File: config.mk
export PLATFORM = sky130hd
export DESIGN_NAME = adc_conv_seq
export DESIGN_NICKNAME = d
export VERILOG_FILES = /design/src/rtl/adc_seq_pkg.sv /design/src/rtl/adc_seq_edge.sv /design/src/rtl/adc_seq_timer.sv /design/src/rtl/adc_seq_readmon.sv /design/src/rtl/adc_conv_seq.sv
export SDC_FILE = /design/constraint.sdc
export NUM_CORES = 1
export LEC_CHECK = 0
export ABC_AREA = 1
export CORE_MARGIN = 2
export CORE_UTILIZATION = 25
export CTS_CLUSTER_DIAMETER = 60
export DETAILED_ROUTE_END_ITERATION = 10
export SLEW_MARGIN = 20
export SYNTH_ARGS = -nofsm -noshare
export SYNTH_HDL_FRONTEND = slang
export SYNTH_SLANG_ARGS = --single-unit
export TNS_END_PERCENT = 50
File: constraint.sdc
create_clock -name clk_i -period 1.7 [get_ports clk_i]
set_clock_uncertainty 0.05 [all_clocks]
set_input_delay 0.17 -clock clk_i [delete_from_list [all_inputs] [get_ports clk_i]]
set_output_delay 0.17 -clock clk_i [all_outputs]
set_load 0.01 [all_outputs]
File: src/rtl/adc_seq_pkg.sv
package adc_seq_pkg;
  typedef enum logic [1:0] {
    ST_TRACK = 2'd0,
    ST_CONV  = 2'd1,
    ST_PD    = 2'd2,
    ST_PWRUP = 2'd3
  } seq_state_e;
endpackage

File: src/rtl/adc_seq_edge.sv
module adc_seq_edge #(
  parameter int          W       = 3,
  parameter logic [W-1:0] IDLE_V = '1
) (
  input  logic         clk_i,
  input  logic         rst_ni,
  input  logic [W-1:0] d_i,
  output logic [W-1:0] q_o,
  output logic [W-1:0] rise_o,
  output logic [W-1:0] fall_o
);
  for (genvar g = 0; g < W; g++) begin : g_bit
    logic q;
    always_ff @(posedge clk_i or negedge rst_ni) begin
      if (!rst_ni) q <= IDLE_V[g];
      else         q <= d_i[g];
    end
    assign q_o[g]    = q;
    assign rise_o[g] = d_i[g] & ~q;
    assign fall_o[g] = ~d_i[g] & q;
  end
endmodule

File: src/rtl/adc_seq_timer.sv
module adc_seq_timer #(
  parameter int MAX_V = 10000,
  localparam int TW   = $clog2(MAX_V + 1)
) (
  input  logic          clk_i,
  input  logic          rst_ni,
  input  logic          load_i,
  input  logic [TW-1:0] val_i,
  input  logic          en_i,
  output logic          zero_o
);
  logic [TW-1:0] cnt_q;

  always_ff @(posedge clk_i or negedge rst_ni) begin
    if (!rst_ni)                     cnt_q <= '0;
    else if (load_i)                 cnt_q <= val_i;
    else if (en_i && cnt_q != '0)    cnt_q <= cnt_q - 1'b1;
  end

  assign zero_o = (cnt_q == '0);

  AST_TMR_RANGE: assert property (@(posedge clk_i) disable iff (!rst_ni)
    cnt_q <= TW'(MAX_V));
endmodule

File: src/rtl/adc_seq_readmon.sv
module adc_seq_readmon #(
  parameter int RST_MIN = 2,
  parameter int RST_MAX = 8,
  localparam int CW     = $clog2(RST_MAX + 2)
) (
  input  logic clk_i,
  input  logic rst_ni,
  input  logic cs_ni,
  input  logic cs_q_i,
  input  logic cs_rise_i,
  input  logic sclk_fall_i,
  output logic arm_o
);
  logic [CW-1:0] cnt_q;

  always_ff @(posedge clk_i or negedge rst_ni) begin
    if (!rst_ni)                         cnt_q <= '0;
    else if (cs_ni)                      cnt_q <= '0;
    else if (sclk_fall_i && cnt_q != '1) cnt_q <= cnt_q + 1'b1;
  end

  assign arm_o = cs_rise_i && (cnt_q >= CW'(RST_MIN)) && (cnt_q <= CW'(RST_MAX));

  AST_CNT_IDLE: assert property (@(posedge clk_i) disable iff (!rst_ni)
    cs_q_i |-> cnt_q == '0);
endmodule

File: src/rtl/adc_conv_seq.sv
module adc_conv_seq
  import adc_seq_pkg::*;
#(
  parameter int CONV_CYC  = 65,
  parameter int PWRUP_CYC = 10000,
  parameter int RST_MIN   = 2,
  parameter int RST_MAX   = 8
) (
  input  logic clk_i,
  input  logic rst_ni,
  input  logic convst_ni,
  input  logic cs_ni,
  input  logic sclk_i,
  output logic hold_o,
  output logic eoc_o,
  output logic pd_o,
  output logic soft_rst_o,
  output logic err_o,
  output logic por_o
);
  localparam int MAX_CYC = (CONV_CYC > PWRUP_CYC) ? CONV_CYC : PWRUP_CYC;
  localparam int TW      = $clog2(MAX_CYC + 1);
  localparam logic [TW-1:0] CONV_LD  = TW'(CONV_CYC - 1);
  localparam logic [TW-1:0] PWRUP_LD = TW'(PWRUP_CYC - 1);

  // bit 0 convst, bit 1 cs, bit 2 sclk; all idle high
  logic [2:0] in_q, in_rise, in_fall;
  adc_seq_edge #(.W(3), .IDLE_V(3'b111)) u_edge (
    .clk_i, .rst_ni,
    .d_i({sclk_i, cs_ni, convst_ni}),
    .q_o(in_q), .rise_o(in_rise), .fall_o(in_fall)
  );

  logic arm_evt;
  adc_seq_readmon #(.RST_MIN(RST_MIN), .RST_MAX(RST_MAX)) u_rmon (
    .clk_i, .rst_ni, .cs_ni,
    .cs_q_i(in_q[1]), .cs_rise_i(in_rise[1]), .sclk_fall_i(in_fall[2]),
    .arm_o(arm_evt)
  );

  seq_state_e state_q;
  logic tmr_load, tmr_zero, tmr_en;
  logic [TW-1:0] tmr_val;

  assign tmr_load = (state_q == ST_TRACK && in_fall[0]) || (state_q == ST_PD && in_rise[0]);
  assign tmr_val  = (state_q == ST_PD) ? PWRUP_LD : CONV_LD;
  assign tmr_en   = (state_q == ST_CONV) || (state_q == ST_PWRUP);

  adc_seq_timer #(.MAX_V(MAX_CYC)) u_tmr (
    .clk_i, .rst_ni,
    .load_i(tmr_load), .val_i(tmr_val), .en_i(tmr_en), .zero_o(tmr_zero)
  );

  logic armed_q, conv_end, fire, bad_start;
  assign conv_end  = (state_q == ST_CONV) && tmr_zero;
  assign fire      = conv_end && armed_q;
  assign bad_start = tmr_en && in_fall[0];

  always_ff @(posedge clk_i or negedge rst_ni) begin
    if (!rst_ni) begin
      state_q    <= ST_TRACK;
      eoc_o      <= 1'b0;
      soft_rst_o <= 1'b0;
      err_o      <= 1'b0;
      por_o      <= 1'b1;
      armed_q    <= 1'b0;
    end else begin
      eoc_o      <= conv_end;
      soft_rst_o <= fire;
      armed_q    <= (armed_q & ~fire) | arm_evt;
      if (fire) begin
        err_o <= 1'b0;
        por_o <= 1'b0;
      end else if (bad_start) begin
        err_o <= 1'b1;
      end
      unique case (state_q)
        ST_TRACK: if (in_fall[0]) state_q <= ST_CONV;
        ST_CONV:  if (tmr_zero)
                    state_q <= (armed_q || convst_ni) ? ST_TRACK : ST_PD;
        ST_PD:    if (in_rise[0]) state_q <= ST_PWRUP;
        ST_PWRUP: if (tmr_zero) state_q <= ST_TRACK;
        default:  state_q <= ST_TRACK;
      endcase
    end
  end

  assign hold_o = (state_q == ST_CONV);
  assign pd_o   = (state_q == ST_PD) || (state_q == ST_PWRUP);

  AST_EOC_AFTER_HOLD: assert property (@(posedge clk_i) disable iff (!rst_ni)
    $fell(hold_o) |-> eoc_o);
  AST_EOC_PULSE: assert property (@(posedge clk_i) disable iff (!rst_ni)
    eoc_o |=> !eoc_o);
  AST_PD_ENTRY: assert property (@(posedge clk_i) disable iff (!rst_ni)
    $rose(pd_o) |-> eoc_o && !$past(convst_ni));
  AST_SRST_AT_EOC: assert property (@(posedge clk_i) disable iff (!rst_ni)
    soft_rst_o |-> eoc_o && !pd_o && !err_o);
  AST_ERR_STICKY: assert property (@(posedge clk_i) disable iff (!rst_ni)
    $fell(err_o) |-> soft_rst_o);
  AST_POR_ONCE: assert property (@(posedge clk_i) disable iff (!rst_ni)
    !por_o |=> !por_o);
  AST_NO_HOLD_IN_PD: assert property (@(posedge clk_i) disable iff (!rst_ni)
    !(hold_o && pd_o));
endmodule

Word level (Yosys, flattened, before mapping)
Cells that the tools add are included.
- flip-flop bits (word level): 28
- input bits: 5
- output and inout bits: 6
- word-level logic and storage cells: 67
- add/subtract/negate cells: 2
- magnitude comparators: 2
- equality and inequality tests: 8
- mux-type cells: 13
- bitwise logic cells: 11
- reductions and logical operators: 20
- operators with widths (kind ; count):
    $mux W14 ; 3
    $logic_not A14 Y1 ; 1
    $reduce_bool A14 Y1 ; 1
    $sub A14 B1 Y14 const B ; 1
    $mux W2 ; 5
    $logic_and A1 B1 Y1 ; 9
    $mux W4 ; 2
    $pmux W2 S4 ; 1
    $ne A2 B2 Y1 const B ; 3
    $reduce_bool A2 Y1 ; 3
    $and A1 B1 Y1 ; 5
    $not A1 Y1 ; 5
    $add A4 B1 Y4 const B ; 1
    $eq A2 B2 Y1 const B ; 2
    $ge A4 B2 Y1 const B ; 1
    $le A4 B4 Y1 const B ; 1
    $logic_or A1 B1 Y1 ; 4
    $ne A4 B4 Y1 const B ; 1
    $reduce_and A4 Y1 ; 1
    $eq A2 B1 Y1 const B ; 1
    $logic_not A2 Y1 ; 1
    $mux W1 ; 2
    $ne A2 B1 Y1 const B ; 1
    $or A1 B1 Y1 ; 1

Longest topological paths before layout
Gate-level depths: netlist of run 1.
- word-level depth: 6
- mapped depth: 10
- gate-level depth less buffers: 9

Cells and area by module
A second synthesis of run 1 with hierarchy kept.
- cell total of the unflattened synthesis: 255
- area, all modules: 1776.7 um2
- by module, submodules not included (module ; times used ; cells each ; area an instance (um2) ; seq. area each (um2)):
    adc_seq_timer ; 1 ; 163 ; 1052.3 ; 350.3
    adc_conv_seq ; 1 ; 39 ; 310.3 ; 176.4
    adc_seq_readmon ; 1 ; 35 ; 267.8 ; 100.1
    adc_seq_edge ; 1 ; 18 ; 146.4 ; 78.8

Least setup slack after synthesis of run 1
No wires, ideal clock.
- path type: reg-to-reg
- start point: reg u_tmr.cnt_q[0]
- end point: reg u_tmr.cnt_q[2]
- library setup time: 0.129 ns
- arrival: 1.335 ns
- data required time: 1.521 ns
- slack: 0.186 ns
- cell stages (with the launch flop): 11
- buffers on the path: 1
- clock period less this slack: 1.514 ns
- cells stage by stage: dfrtp_1 > inv_1 > ha_1 > nand2_4 > nor2_8 > nand2_2 > nand2_2 > nand2_4 > buf_6 > nor2_1 > a21oi_1
- cells in the longest elaborated chain, start to end: 3
- elaborated cells between the ends (all ways): 6
- those cells by class: add/sub (1); mux (2); reduce/logical (3)
- ends and longest elaborated chain (element ; RTL line ; RTL):
    start: declaration ; adc_seq_timer.sv:12 ; logic [TW-1:0] cnt_q;
    start signal: assignment ; adc_seq_timer.sv:16 ; else if (load_i) cnt_q <= val_i;
    start signal: assignment ; adc_seq_timer.sv:17 ; else if (en_i && cnt_q != '0) cnt_q <= cnt_q - 1'b1;
    $sub A14 B1 Y14 or $reduce_bool A14 Y1 (tied branches) ; adc_seq_timer.sv:17 ;
    $mux W14 or $logic_and A1 B1 Y1 (tied branches) ; adc_seq_timer.sv:17 ;
    $mux W14 or $reduce_bool A2 Y1 (tied branches) ; -- ;
Parallel ways exist; a longest one is shown, timed or not. The select of a mux whose other input is x is not followed.
A chain may end at the register's enable or synchronous reset.

Worst setup path after layout of run 1
- start point: reg por_o
- end point: out por_o
- RTL lines (element ; RTL line ; RTL):
    start: declaration ; adc_conv_seq.sv:19 ; output logic por_o
    start signal: assignment ; adc_conv_seq.sv:65 ; por_o <= 1'b1;
    start signal: assignment ; adc_conv_seq.sv:73 ; por_o <= 1'b0;
No word-level cell between the ends.

==> results.toml, run 1 <==
[synthesis]
avgSynthCellArea_um2 = 8.22
ys_warn_count = 0
yosysUniqueCellTypes = 35
synth_area_um2 = 1660
synth_nets = 210
synth_top_area_cell = "dfrtp_1"
yosys-top-cells-area = "dfrtp_1 36%, nand2_1 9.7%, dfstp_2 6.3%"
yosysSeqAreaShare = 0.425
syn_inst = 202
synth_top_cell_area_share = 0.362
yosys_register_bits = 28

[route]
postRouteAntennaNets = 0
wl_per_cell_um = 11.1
wirelength_um = 3300
drc = 0
drtIter0Drc = 47
vias = 1348
drt_pass1_iterations = 4
vias_per_cell = 4.55

[sta]
finalCriticalPeriod_ns = 1.56
timing.fmax_ghz = 0.642
finalHoldViolCount = 0
min_period_over_period = 0.916
slew_headroom = 0.744
worst_pin_slew_ns = 0.379
fin_tns_setup_ns = 0
hold_slack_ns = 0.209
setup_viol = 0
slew_violations = 0
rsz0062_at_grt = "false"

[power_and_ir_drop]
internal_power_uw = 1030
p_leak_uw = 0.000893
pwr-share-comb = 0.053
powerDensity_nw_per_um2 = 659
switching_power_uw = 280
p_clk_frac = 0.414
p_sw_frac = 0.214
p_seq_frac = 0.532
ir_drop_v = 0.000302

[floorplanning]
initial_core_util = 0.260
core_area_um2 = 6390
io_pins = 11
die_y_um = 85.5
fp.dieW_um = 85.5
core.rowCount = 29
die_area_um2 = 7310

[layout]
insertedDiodeCount = 0
fin_util = 0.310
multi_input_area_um2 = 862
synthToLayoutAreaGrowth_pct = 19.3
finalNetCount = 228
fillCellCount = 669
design_area_um2 = 1980
area.sequential_um2 = 708
drive_gt1_frac = 0.233

[placement]
gp_congestion = 0.771
hpwl_um = 2410
port_buffers = 10
place_area_um2 = 1870

[worst_setup_path]
max_stage_delay_ns = 0.54
cp.arrival_ns = 1.34
crit_buf_inv = 1
path_delay_family = "flip-flops"
end_kind = "output port"
path_cells = "clkdlybuf4s50_1"
path_class = "register to output port"
critPathSlowestCell = "dfstp_2"
required_ns = 1.48
crit_path_start_kind = "register"
critPathMaxFanout = 2

[clock_tree]
clk_pin_slew_worst_paths_ns = 0.10
cts_root_buffer = "clkbuf_8"
cts.sinks = 28
numCtsBuffers = 3
ctsHoldBuffers = 0
cts_tree = "yes"
clock_path_buffers = 2
clk_latency_ns = 0.28
htreeDepth = 1

[grt]
track_usage = 0.0974
grt_pass1_vias = 1263
antenna_found_initial = 0
grt_max_degree = 29
overflow = 0
grt_pass1_wl_um = 5730

[outcome]
status = "completed"

[min_path]
hold_class = "primary input to async pin"

[job]
cap_violations = 0
-- layout make-up --
| cell class | count | share of cell area |
|---|---|---|
| multi-input combinational | 146 | 0.435 |
| sequential | 28 | 0.358 |
| timing repair buffer | 16 | 0.0726 |
| inverter | 25 | 0.0499 |
| tap | 77 | 0.0486 |
| clock buffer | 3 | 0.0208 |
| clock inverter | 1 | 0.0152 |
-- worst register-to-register path, stage by stage, from the launching register on --
cell and delay, ns:
dfrtp_1 0.41, inv_2 0.10, ha_4 0.16, nand2_4 0.09, nor2_8 0.17, nand2_2 0.07, nand2_2 0.07, nand2_4 0.12
nor2_1 0.15, a21oi_2 0.04
-- power groups by stage --
stage	Clock, uW	Sequential, uW	Combinational, uW
floorplan	0	704	34.9
global placement	0	707	69.9
detailed placement	0	707	71.5
CTS	555	694	71.5
global route	583	697	82.8
finish	541	695	69.7
-- cell usage after synthesis --
cell and n:
nand2_1 43, nor2_1 26, dfrtp_1 24, inv_1 22, nand3_1 21, o21ai_0 10, nor2_2 6, a21oi_1 4
dfstp_2 4, nand2_2 4, nand2_4 4, a21oi_2 3, ha_1 3, xor2_1 3, inv_2 2, nand4_4 2
nor2_4 2, o21bai_1 2, a2bb2oi_1 1, and2_1 1, buf_2 1, buf_6 1, clkbuf_1 1, inv_6 1
nand3_2 1, nand3_4 1, nand3b_1 1, nand4_1 1, nor2_8 1, nor3_2 1, o21ai_1 1, o21ai_2 1
o311ai_0 1, or2_2 1, xnor2_1 1
-- stage by stage --
stage	setup slack, ns	instances	total power [uW]
2_1_floorplan	0.186	202	739
6_report	0.143	296	1300
5_1_grt	0.0195	296	1360
4_1_cts	0.0272	296	1320
3_5_place_dp	0.0100	291	778
3_3_place_gp	0.0716	291	777
-- cells by family (layout without fill, tap and decap cells) --
logic type,Yosys count,count (layout),share of synthesized area
xor gates and xnor gates,4,4,0.0211
DFF,28,28,0.425
AOI/OAI and AO/OA,23,23,0.0859
adders and majority gates,3,3,0.0226
and+or+nand+nor,116,116,0.374
buffers and inverters,28,45,0.0716
-- state kept, by name, indices dropped and copies added (netlist names), named ones only --
name            count
u_tmr.cnt_q        14
u_rmon.cnt_q        4
u_edge.g_bit.q      3
armed_q             1
eoc_o               1
err_o               1
por_o               1
soft_rst_o          1
state_q             1
-- placed cells by master, fill, tap and decap left out, types with 2 or more instances in the layout --
cell type,Yosys,layout
nand2_2,4,4
clkdlybuf4s50_1,0,9
inv_2,2,4
clkbuf_8,0,3
nand3_1,21,21
inv_1,22,20
dfrtp_2,0,2
nand4_4,2,2
buf_4,0,6
nor2_4,2,2
dfstp_2,4,4
o21bai_1,2,2
o21ai_0,10,10
a21oi_1,4,4
dfrtp_1,24,22
nor2_2,6,8
xor2_1,3,3
a21oi_2,3,3
nor2_1,26,24
nand2_1,43,43
nand2_4,4,3
ha_1,3,2
-- metal layers --
metal,up-vias,share of wire,global-route usage
met5,-,0,0
met4,0,0.010,0.0346
met3,2,0.037,0.0202
met2,21,0.46,0.147
met1,642,0.49,0.138
li1,683,-,-
-- path summary, 6_finish.rpt --
kind                                             from                     endpoint  slack [ns]  cells past startpoint
min in group clk_i                             sclk_i  u_edge.g_bit[2].q$_DFF_PN1_        0.27                      1
max reg2reg                u_tmr.cnt_q[0]$_DFFE_PN0P_   u_tmr.cnt_q[8]$_DFFE_PN0P_        0.15                      9
max                                 por_o$_DFFE_PN1P_                        por_o        0.14                      1
max in group asynchronous                      rst_ni            por_o$_DFFE_PN1P_        1.07                      2
min                                            rst_ni  u_rmon.cnt_q[0]$_DFFE_PN0P_        0.21                      2
min reg2reg                         por_o$_DFFE_PN1P_            por_o$_DFFE_PN1P_        0.39                      2
-- what timing repair did --
action,in CTS,in global routing
buffers inserted,1,0
setup endpoints to repair,2,9
pin swaps,0,1
resized for setup,5,5
No activity file was read; power rests on OpenSTA's default activity.
==> run 2, diff against run 1 <==
- CORE_UTILIZATION: 25 -> 46
==> results.toml, run 2 (same netlist as run 1, synthesis figures left out) <==
[layout]
largest_reg_flops = 14
fin_util = 0.568
final_common_cell = "nand2_1"
drive_gt1_frac = 0.227
insertedDiodeCount = 0
layout_common_cells = "43 x nand2_1, 23 x nor2_1, 23 x dfrtp_1"
top_regs = "u_tmr.cnt_q x14, u_rmon.cnt_q x4, u_edge.g_bit.q x3"
fin_cells = 266
synthToLayoutAreaGrowth_pct = 15.9
regMostFlops = "u_tmr.cnt_q"
finalNetCount = 229

[floorplanning]
initial_core_util = 0.490
fp.dieW_um = 64.1
core.rowCount = 21
core_area_um2 = 3390
die_y_um = 64.1
die_area_um2 = 4110
io_pins = 11

[sta]
setup_viol = 0
timing.fmax_ghz = 0.629
fin_tns_setup_ns = 0
finalCriticalPeriod_ns = 1.59
worst_pin_slew_ns = 0.402
slew_violations = 0
finalHoldViolCount = 0
min_period_over_period = 0.935
slew_headroom = 0.729
rsz0062_at_grt = "false"
hold_slack_ns = 0.146

[placement]
port_buffers = 10
hpwl_um = 2340
dp.cells = 259
gp_congestion = 0.820

[worst_setup_path]
path_delay_family = "simple AND/OR/NAND/NOR gates"
cp.arrival_ns = 1.77
path_class = "register to register"
required_ns = 1.88
critPathMaxFanout = 13
crit_path_start_kind = "register"
end_kind = "register"
critPathSlowestCell = "dfrtp_1"
path_cells = "inv_1, ha_2, nand2_4, nor2_8, nand2_2, nand2_2, nand2_4, nor2_1, a21oi_2"
crit_buf_inv = 1
max_stage_delay_ns = 0.42

[grt]
grtUsageMet3 = 0.0211
gr-usage-met1 = 0.248
grt_use_met2 = 0.273
gr-max-usage-layer = "met2"
antenna_found_initial = 0
grt_pass1_vias = 1288
grt_pass1_wl_um = 5670
track_usage = 0.175
overflow = 0
grt_max_degree = 29

[power_and_ir_drop]
power_uw = 1210
ir_drop_v = 0.000400
powerDensity_nw_per_um2 = 627
p_leak_uw = 0.000909

[route]
drt_pass1_iterations = 4
wl_per_cell_um = 11.8
drtIter0Drc = 72
postRouteAntennaNets = 0
vias = 1308
vias_per_cell = 4.92
wirelength_um = 3150
drc = 0

[clock_tree]
ctsHoldBuffers = 0
clk_pin_slew_worst_paths_ns = 0.16
numCtsBuffers = 3
cts_tree = "yes"
cts_root_buffer = "clkbuf_4"
cts.sinks = 28
clk_latency_ns = 0.33
htreeDepth = 1
clock_path_buffers = 2

[outcome]
status = "completed"

[job]
cap_violations = 0

[min_path]
hold_class = "primary input to async pin"
-- run 2: changes by cell type in the layout (fill, tap and decap cells not counted), sizes merged --
| cell | delta |
|---|---|
| buf | +1 |
| clkdlybuf4s50 | -1 |
| dlymetal6s2s | +1 |
-- run 2: worst paths after layout --
path                                                  from                     endpoint  slack [ns]  cells after the start
worst max-delay path            u_tmr.cnt_q[0]$_DFFE_PN0P_   u_tmr.cnt_q[8]$_DFFE_PN0P_        0.11                      9
worst min-delay path                                rst_ni              eoc_o$_DFF_PN0_        0.15                      2
worst max register to register  u_tmr.cnt_q[0]$_DFFE_PN0P_   u_tmr.cnt_q[8]$_DFFE_PN0P_        0.11                      9
worst min register to register           armed_q$_DFF_PN0_            err_o$_DFFE_PN0P_        0.40                      1
max in group asynchronous                           rst_ni  u_edge.g_bit[2].q$_DFF_PN1_        1.15                      2
min in group clk_i                                  sclk_i  u_edge.g_bit[2].q$_DFF_PN1_        0.19                      1
-- run 2: repair_timing --
item,4_1_cts,5_1_grt
buffers inserted,2,1
endpoints found under the setup margin,2,10
resized for setup,2,6
pin swaps,0,2
-- run 2: stage by stage --
| step | area, um^2 | setup slack [ns] |
|---|---|---|
| final | 1920 | 0.110 |
| after global routing | 1920 | 0.00197 |
| after global placement | 1830 | 0.00777 |
| after detailed placement | 1830 | 0.00471 |
| after floorplan | 1660 | 0.186 |
| after CTS | 1900 | 0.0441 |
-- run 2: layer usage --
layer,routed length (um),part of all wire
met2,1420,0.45
met1,1640,0.52
met4,34,0.011
met5,0,0
met3,58,0.018
-- run 2: layout make-up --
class | instances | area, um^2
multi-input combinational | 146 | 855
clock inverter | 1 | 30.0
fill | 316 | 1470
tap | 46 | 57.6
timing repair buffer | 17 | 154
clock buffer | 3 | 22.5
inverter | 25 | 98.8
sequential | 28 | 707
-- run 2: power breakdown --
part | switching [uW] | internal, uW | total, uW
clock network | 203 | 239 | 441
logic | 42.3 | 28.0 | 70.3
registers | 12.7 | 683 | 695
-- run 2: worst register-to-register path, cell delays in order (launching register included) --
cell and delay, ns:
dfrtp_1 0.42, inv_1 0.10, ha_2 0.22, nand2_4 0.10
nor2_8 0.15, nand2_2 0.06, nand2_2 0.07, nand2_4 0.13
nor2_1 0.15, a21oi_2 0.04
==> run 3, diff against run 2 <==
- SLEW_MARGIN: 20 -> 30
==> results of run 3 <==
The final DEF is identical to that of run 2; final timing and power are the same.
